**config.mk**
```make
export PLATFORM = sky130hd
export DESIGN_NAME = dual_mac
export DESIGN_NICKNAME = d
export VERILOG_FILES = /design/src/rtl/dmac_pkg.sv /design/src/rtl/dmac_mul.sv /design/src/rtl/dmac_acc.sv /design/src/rtl/dmac_extract.sv /design/src/rtl/dual_mac.sv
export SDC_FILE = /design/constraint.sdc
export NUM_CORES = 2
export LEC_CHECK = 0
export BUFFER_PORTS_ARGS = -buffer_cell sky130_fd_sc_hd__buf_2
export CAP_MARGIN = 20
export CORE_MARGIN = 4
export CORE_UTILIZATION = 45
export DETAILED_ROUTE_END_ITERATION = 6
export GPL_ROUTABILITY_DRIVEN = 0
export SETUP_SLACK_MARGIN = 0.2
export SLEW_MARGIN = 0
export SYNTH_ARGS = -nofsm -noshare
export SYNTH_HDL_FRONTEND = slang
export SYNTH_SLANG_ARGS = --single-unit
export TNS_END_PERCENT = 100
```
**constraint.sdc**
```tcl
create_clock -name clk -period 5.31 [get_ports clk]
set_input_delay 0.531 -clock clk [delete_from_list [all_inputs] [get_ports clk]]
set_output_delay 0.531 -clock clk [all_outputs]
set_load 0.01 [all_outputs]
```
**src/rtl/dmac_pkg.sv**
```systemverilog
package dmac_pkg;

   typedef enum logic [1:0] {
      MAC_LOAD = 2'b00,
      MAC_ADD  = 2'b01,
      MAC_SUB  = 2'b10,
      MAC_CLR  = 2'b11
   } mac_op_e;

   typedef enum logic [1:0] {
      FMT_SS  = 2'b00,
      FMT_UU  = 2'b01,
      FMT_SU  = 2'b10,
      FMT_SS2 = 2'b11
   } mac_fmt_e;

endpackage

```
**src/rtl/dmac_mul.sv**
```systemverilog
module dmac_mul
   import dmac_pkg::*;
#(
   parameter int OP_W = 16,
   localparam int PW  = 2*OP_W + 3
) (
   input  logic [OP_W-1:0]       a,
   input  logic [OP_W-1:0]       b,
   input  logic [1:0]            fmt,
   input  logic                  frac,
   output logic signed [PW-1:0]  prod
);
   localparam int RAW_W = 2*OP_W + 2;

   logic                    a_sx;
   logic                    b_sx;
   logic signed [OP_W:0]    a_e;
   logic signed [OP_W:0]    b_e;
   logic signed [RAW_W-1:0] raw;

   // first operand is unsigned only in the all-unsigned format,
   // second operand is signed only in the two all-signed codes
   assign a_sx = (fmt != FMT_UU);
   assign b_sx = (fmt == FMT_SS) || (fmt == FMT_SS2);

   assign a_e = {a_sx & a[OP_W-1], a};
   assign b_e = {b_sx & b[OP_W-1], b};
   assign raw = a_e * b_e;

   // fractional doubling is a one-bit left shift
   assign prod = frac ? {raw, 1'b0} : {raw[RAW_W-1], raw};

endmodule

```
**src/rtl/dmac_acc.sv**
```systemverilog
module dmac_acc
   import dmac_pkg::*;
#(
   parameter int ACC_W = 40,
   parameter int PW    = 35
) (
   input  logic                    clk,
   input  logic                    rst_n,
   input  logic                    valid,
   input  logic [1:0]              op,
   input  logic signed [PW-1:0]    prod,
   output logic signed [ACC_W-1:0] acc,
   output logic                    ovf
);
   localparam int SW = ACC_W + 2;
   localparam logic signed [SW-1:0] MAXV = {3'b000, {(ACC_W-1){1'b1}}};
   localparam logic signed [SW-1:0] MINV = {3'b111, {(ACC_W-1){1'b0}}};

   logic signed [SW-1:0]    acc_x;
   logic signed [SW-1:0]    prod_x;
   logic signed [SW-1:0]    sum;
   logic                    hi;
   logic                    lo;
   logic signed [ACC_W-1:0] nxt;

   assign acc_x  = {{2{acc[ACC_W-1]}}, acc};
   assign prod_x = {{(SW-PW){prod[PW-1]}}, prod};

   always_comb begin
      unique case (op)
         MAC_LOAD: sum = prod_x;
         MAC_ADD:  sum = acc_x + prod_x;
         MAC_SUB:  sum = acc_x - prod_x;
         default:  sum = '0;
      endcase
   end

   // clamp to the accumulator range
   assign hi  = (sum > MAXV);
   assign lo  = (sum < MINV);
   assign nxt = hi ? MAXV[ACC_W-1:0] : (lo ? MINV[ACC_W-1:0] : sum[ACC_W-1:0]);

   always_ff @(posedge clk or negedge rst_n) begin
      if (!rst_n) begin
         acc <= '0;
         ovf <= 1'b0;
      end else if (valid) begin
         if (op == MAC_CLR) begin
            acc <= '0;
            ovf <= 1'b0;
         end else begin
            acc <= nxt;
            ovf <= ovf | hi | lo;
         end
      end
   end

endmodule

```
**src/rtl/dmac_extract.sv**
```systemverilog
module dmac_extract #(
   parameter int ACC_W    = 40,
   parameter int OP_W     = 16,
   parameter bit ROUND_EN = 1'b1,
   localparam int RW      = 2*OP_W
) (
   input  logic signed [ACC_W-1:0] acc,
   input  logic                    rnd,
   output logic [OP_W-1:0]         res_h,
   output logic [RW-1:0]           res_w
);
   localparam int EW = ACC_W + 1;
   localparam int HW = EW - OP_W;
   localparam logic [EW-1:0] ROUND_K =
      {{(EW-OP_W){1'b0}}, 1'b1, {(OP_W-1){1'b0}}};
   localparam logic signed [HW-1:0] H_MAX = {{(HW-OP_W+1){1'b0}}, {(OP_W-1){1'b1}}};
   localparam logic signed [HW-1:0] H_MIN = {{(HW-OP_W+1){1'b1}}, {(OP_W-1){1'b0}}};
   localparam logic signed [ACC_W-1:0] W_MAX = {{(ACC_W-RW+1){1'b0}}, {(RW-1){1'b1}}};
   localparam logic signed [ACC_W-1:0] W_MIN = {{(ACC_W-RW+1){1'b1}}, {(RW-1){1'b0}}};

   logic [EW-1:0]        add_k;
   logic [EW-1:0]        rnd_sum;
   logic signed [HW-1:0] hi_part;

   generate
      if (ROUND_EN) begin : g_round
         assign add_k = rnd ? ROUND_K : '0;
      end else begin : g_trunc
         logic unused_rnd;
         assign unused_rnd = rnd;
         assign add_k = '0;
      end
   endgenerate

   // optional half-step bias, then keep bits above the low OP_W
   assign rnd_sum = {acc[ACC_W-1], acc} + add_k;
   assign hi_part = rnd_sum[EW-1:OP_W];

   // narrow result clamp
   assign res_h = (hi_part > H_MAX) ? H_MAX[OP_W-1:0] :
                  (hi_part < H_MIN) ? H_MIN[OP_W-1:0] : hi_part[OP_W-1:0];

   // wide result clamp
   assign res_w = (acc > W_MAX) ? W_MAX[RW-1:0] :
                  (acc < W_MIN) ? W_MIN[RW-1:0] : acc[RW-1:0];

endmodule

```
**src/rtl/dual_mac.sv**
```systemverilog
module dual_mac #(
   parameter int LANES    = 2,
   parameter int OP_W     = 16,
   parameter int ACC_W    = 40,
   parameter bit ROUND_EN = 1'b1
) (
   input  logic                      clk,
   input  logic                      rst_n,
   input  logic [LANES-1:0]          in_valid,
   input  logic [LANES*OP_W-1:0]     op_a,
   input  logic [LANES*OP_W-1:0]     op_b,
   input  logic [2*LANES-1:0]        opcode,
   input  logic [2*LANES-1:0]        fmt,
   input  logic [LANES-1:0]          frac,
   input  logic [LANES-1:0]          rnd,
   output logic [LANES*ACC_W-1:0]    acc_out,
   output logic [LANES*OP_W-1:0]     res_h,
   output logic [LANES*2*OP_W-1:0]   res_w,
   output logic [LANES-1:0]          ovf
);
   localparam int PW = 2*OP_W + 3;
   localparam int RW = 2*OP_W;

   if (LANES < 1) begin : g_bad_lanes
      $error("dual_mac: LANES must be at least 1");
   end
   if (OP_W < 2) begin : g_bad_opw
      $error("dual_mac: OP_W must be at least 2");
   end
   if (ACC_W < 2*OP_W + 2) begin : g_bad_accw
      $error("dual_mac: ACC_W must leave guard bits above a doubled product");
   end

   generate
      for (genvar i = 0; i < LANES; i++) begin : g_lane
         logic signed [PW-1:0]    prod;
         logic signed [ACC_W-1:0] acc;
         logic                    flag;

         dmac_mul #(.OP_W(OP_W)) u_mul (
            .a    (op_a[i*OP_W +: OP_W]),
            .b    (op_b[i*OP_W +: OP_W]),
            .fmt  (fmt[2*i +: 2]),
            .frac (frac[i]),
            .prod (prod)
         );

         dmac_acc #(.ACC_W(ACC_W), .PW(PW)) u_acc (
            .clk   (clk),
            .rst_n (rst_n),
            .valid (in_valid[i]),
            .op    (opcode[2*i +: 2]),
            .prod  (prod),
            .acc   (acc),
            .ovf   (flag)
         );

         dmac_extract #(.ACC_W(ACC_W), .OP_W(OP_W), .ROUND_EN(ROUND_EN)) u_ext (
            .acc   (acc),
            .rnd   (rnd[i]),
            .res_h (res_h[i*OP_W +: OP_W]),
            .res_w (res_w[i*RW +: RW])
         );

         assign acc_out[i*ACC_W +: ACC_W] = acc;
         assign ovf[i] = flag;
      end
   endgenerate

endmodule

```
==> metrics <==
status=complete, but fails checks; violated checks=design-rule violations, negative setup slack; most frequent cells in the layout=944 x buf_4, 797 x inv_1, 576 x fa_1, 453 x nand2_1, 258 x and2_1; worst hold margin=~33 ps; Rel. slew slack=0.280; max_cap viols=0; Finished Cell Area=roughly 0.049 mm²; post-DR vias/cell=between 5 and 6; mapped cell area=0.0361 mm²; Core ar.=just under 0.08 mm²; Detail Route Antenna Nets=0; CP Depth=47; Worst path most repeated cell=buf_6; drt wl/cell=roughly 17 µm; Buf/Inv on CP=14; Setup WS post-layout=-4440 ps; Die X=between 200 and 300 µm; CP arrival=between 9000 and 10,000 ps; Tcrit/Tclk final=1.84; Synth top area share=0.329; worst skew pair latency=360 ps; Max Buffers Root-to-Sink=2; Post-synth EDFFs=0; WS Path Type=input pin to flop; TritonCTS clock tree=yes; depth of the CTS H-tree=3; Root Driver=clkbuf_16; crit path max fanout=6; RSZ-0062 raised after global routing=yes; row count=103; startpoint types=input pin; syn_nets=about 5,400; beginning of the worst register-to-register path=g_lane[1].u_acc.acc[5]; hold_buf cts=0; Cells after Synth=about 4,400; Final Hold Fails=0; vias in the first global route=around 38,000; dpl cell area=roughly 0.046 mm²; maximum number of pins on one net before global-route repair=67; sequential-to-total area share from yosys stat=0.0568; synth-to-layout area growth=34.9%; Synth async-reset ratio=1.00; Max Slew Vio Count=0; Final nets=6,460; Synth cell types=90; TritonCTS buffer count=9; flop and latch count out of synthesis=82; clock-pin transition on the worst setup and hold timing paths=approximately 70 ps; antenna violations before repair=1; final WL=110 mm; dpl hpwl=roughly 91 mm; Clock Skew=~12 ps; share of layout cells above drive strength 1=0.301; Synth Flop Type=dfrtp_1; Die ar.=between 0.08 and 0.09 mm²; clk sink count=about 80; worst hold path type=input pin to asynchronous set/reset pin; port bufs=approximately 260; Req. time, crit path=5510 ps; commonest non-fill, non-tap cell in the layout=buf_4; Avg Cell Area, Syn=between 8 and 9 µm²; Iteration-0 DRC Markers=about 1,500; Top delay family on crit path=adder cells; max incr delay on CP=590 ps; GRT Residual Overflow=0; critical path's slowest cell=fa_2; Worst-Margin Slew=around 1100 ps; largest cells by area after synthesis=fa_1 33%, ha_1 9.1%, inv_1 8.6%; Final setup viols=between 80 and 90; die height=a little under 300 µm; FF-to-FF setup slack=approximately 1200 ps; nature of the critical path endpoint=flop; Ports=between 200 and 300; vias=around 35,000; drt drc=2; Period minus WS final=9750 ps; DRT Pass-1 Iters=7; Fill cells=about 7,000; first-pass GRT wire length=185 mm; RR Endpoint=g_lane[1].u_acc.acc[13]; yosys warns=0; R2R depth=19; Initial Util=0.456; Peak Freq=around 0.10 GHz; GRT Total Usage=0.261; cell taking the most area after synthesis=fa_1
==> flip-flops by register name, summed over array words and instances (netlist names) <==
| name | count |
|---|---|
| g_lane.u_acc.ovf | 2 |
| g_lane.u_acc.acc | 80 |
==> metal layers <==
layer	vias up	global-route usage	wire length, µm
met5	-	0	0
met4	0	0.0789	3700
met3	217	0.0220	3190
met2	643	0.509	60200
met1	17400	0.300	42400
li1	16600	-	-
==> cell type report <==
cell class / count / area [µm²] / area share
multi-input cells: 3313 / 31900 / 0.656
repair buffers: 1284 / 9930 / 0.204
inverters: 832 / 3150 / 0.0646
flip-flops and latches: 82 / 2050 / 0.0421
well taps: 1050 / 1310 / 0.0270
clock buffers: 10 / 229 / 0.00470
clock inverters: 6 / 90.1 / 0.00185
diodes: 1 / 2.50 / 0.0000514
==> logic make-up after synthesis <==
group,count (synthesis),synth area share
simple gates,1312,0.179
buf+inv,1045,0.110
compound gates,902,0.174
fa+ha+maj,860,0.421
xor+xnor,214,0.0519
flops,82,0.0568
mux,25,0.00710
==> stage by stage <==
stage / setup WS [ps] / instances / setup TNS [ps] / util
final: -4440 / 6578 / -352030 / 0.614
after global placement: -4850 / 6456 / -383950 / 0.581
after CTS: -4430 / 6549 / -345120 / 0.605
after detailed placement: -4990 / 6456 / -394460 / 0.581
after global routing: -4810 / 6578 / -378230 / 0.614
after floorplan: -4560 / 4440 / -347640 / -
==> timing repair <==
action,CTS,global route
pin swaps,110,81
endpoints found under the setup margin,82,82
gates resized for setup,177,121
buffers inserted,65,26
cloned,12,1
==> Yosys cell counts, drive strengths merged, types with 7 or more instances <==
master / count
inv: 829
fa: 594
nand2: 482
and2: 266
ha: 264
a21oi: 197
nor2: 187
clkbuf: 186
o21ai: 169
a21o: 164
xnor2: 143
nand3: 99
dfrtp: 82
o221ai: 81
xor2: 71
nor3: 55
a22oi: 39
and3: 36
nand4: 33
a31oi: 28
a211oi: 27
buf: 27
nand2b: 27
nor2b: 27
o211ai: 26
o21bai: 22
mux2i: 20
nor4: 20
or3: 20
o31ai: 18
o21a: 16
or2: 16
a2bb2oi: 13
nand3b: 9
a211o: 8
a21boi: 8
or4: 8
a41oi: 7
o22ai: 7
==> how the worst max path moves through the flow <==
stage	start	endpoint
2_1_floorplan	fmt[3]	g_lane[1].u_acc.acc[13]
3_3_place_gp	fmt[3]	g_lane[1].u_acc.acc[8]
3_5_place_dp	fmt[3]	g_lane[1].u_acc.acc[4]
4_1_cts	fmt[3]	g_lane[1].u_acc.acc[30]
5_1_grt	fmt[3]	g_lane[1].u_acc.acc[9]
6_report	fmt[3]	g_lane[1].u_acc.acc[13]
Power is left out: the tool's default activity adds up to more than one toggle a clock period on the data nets, which glitch-free logic cannot reach.
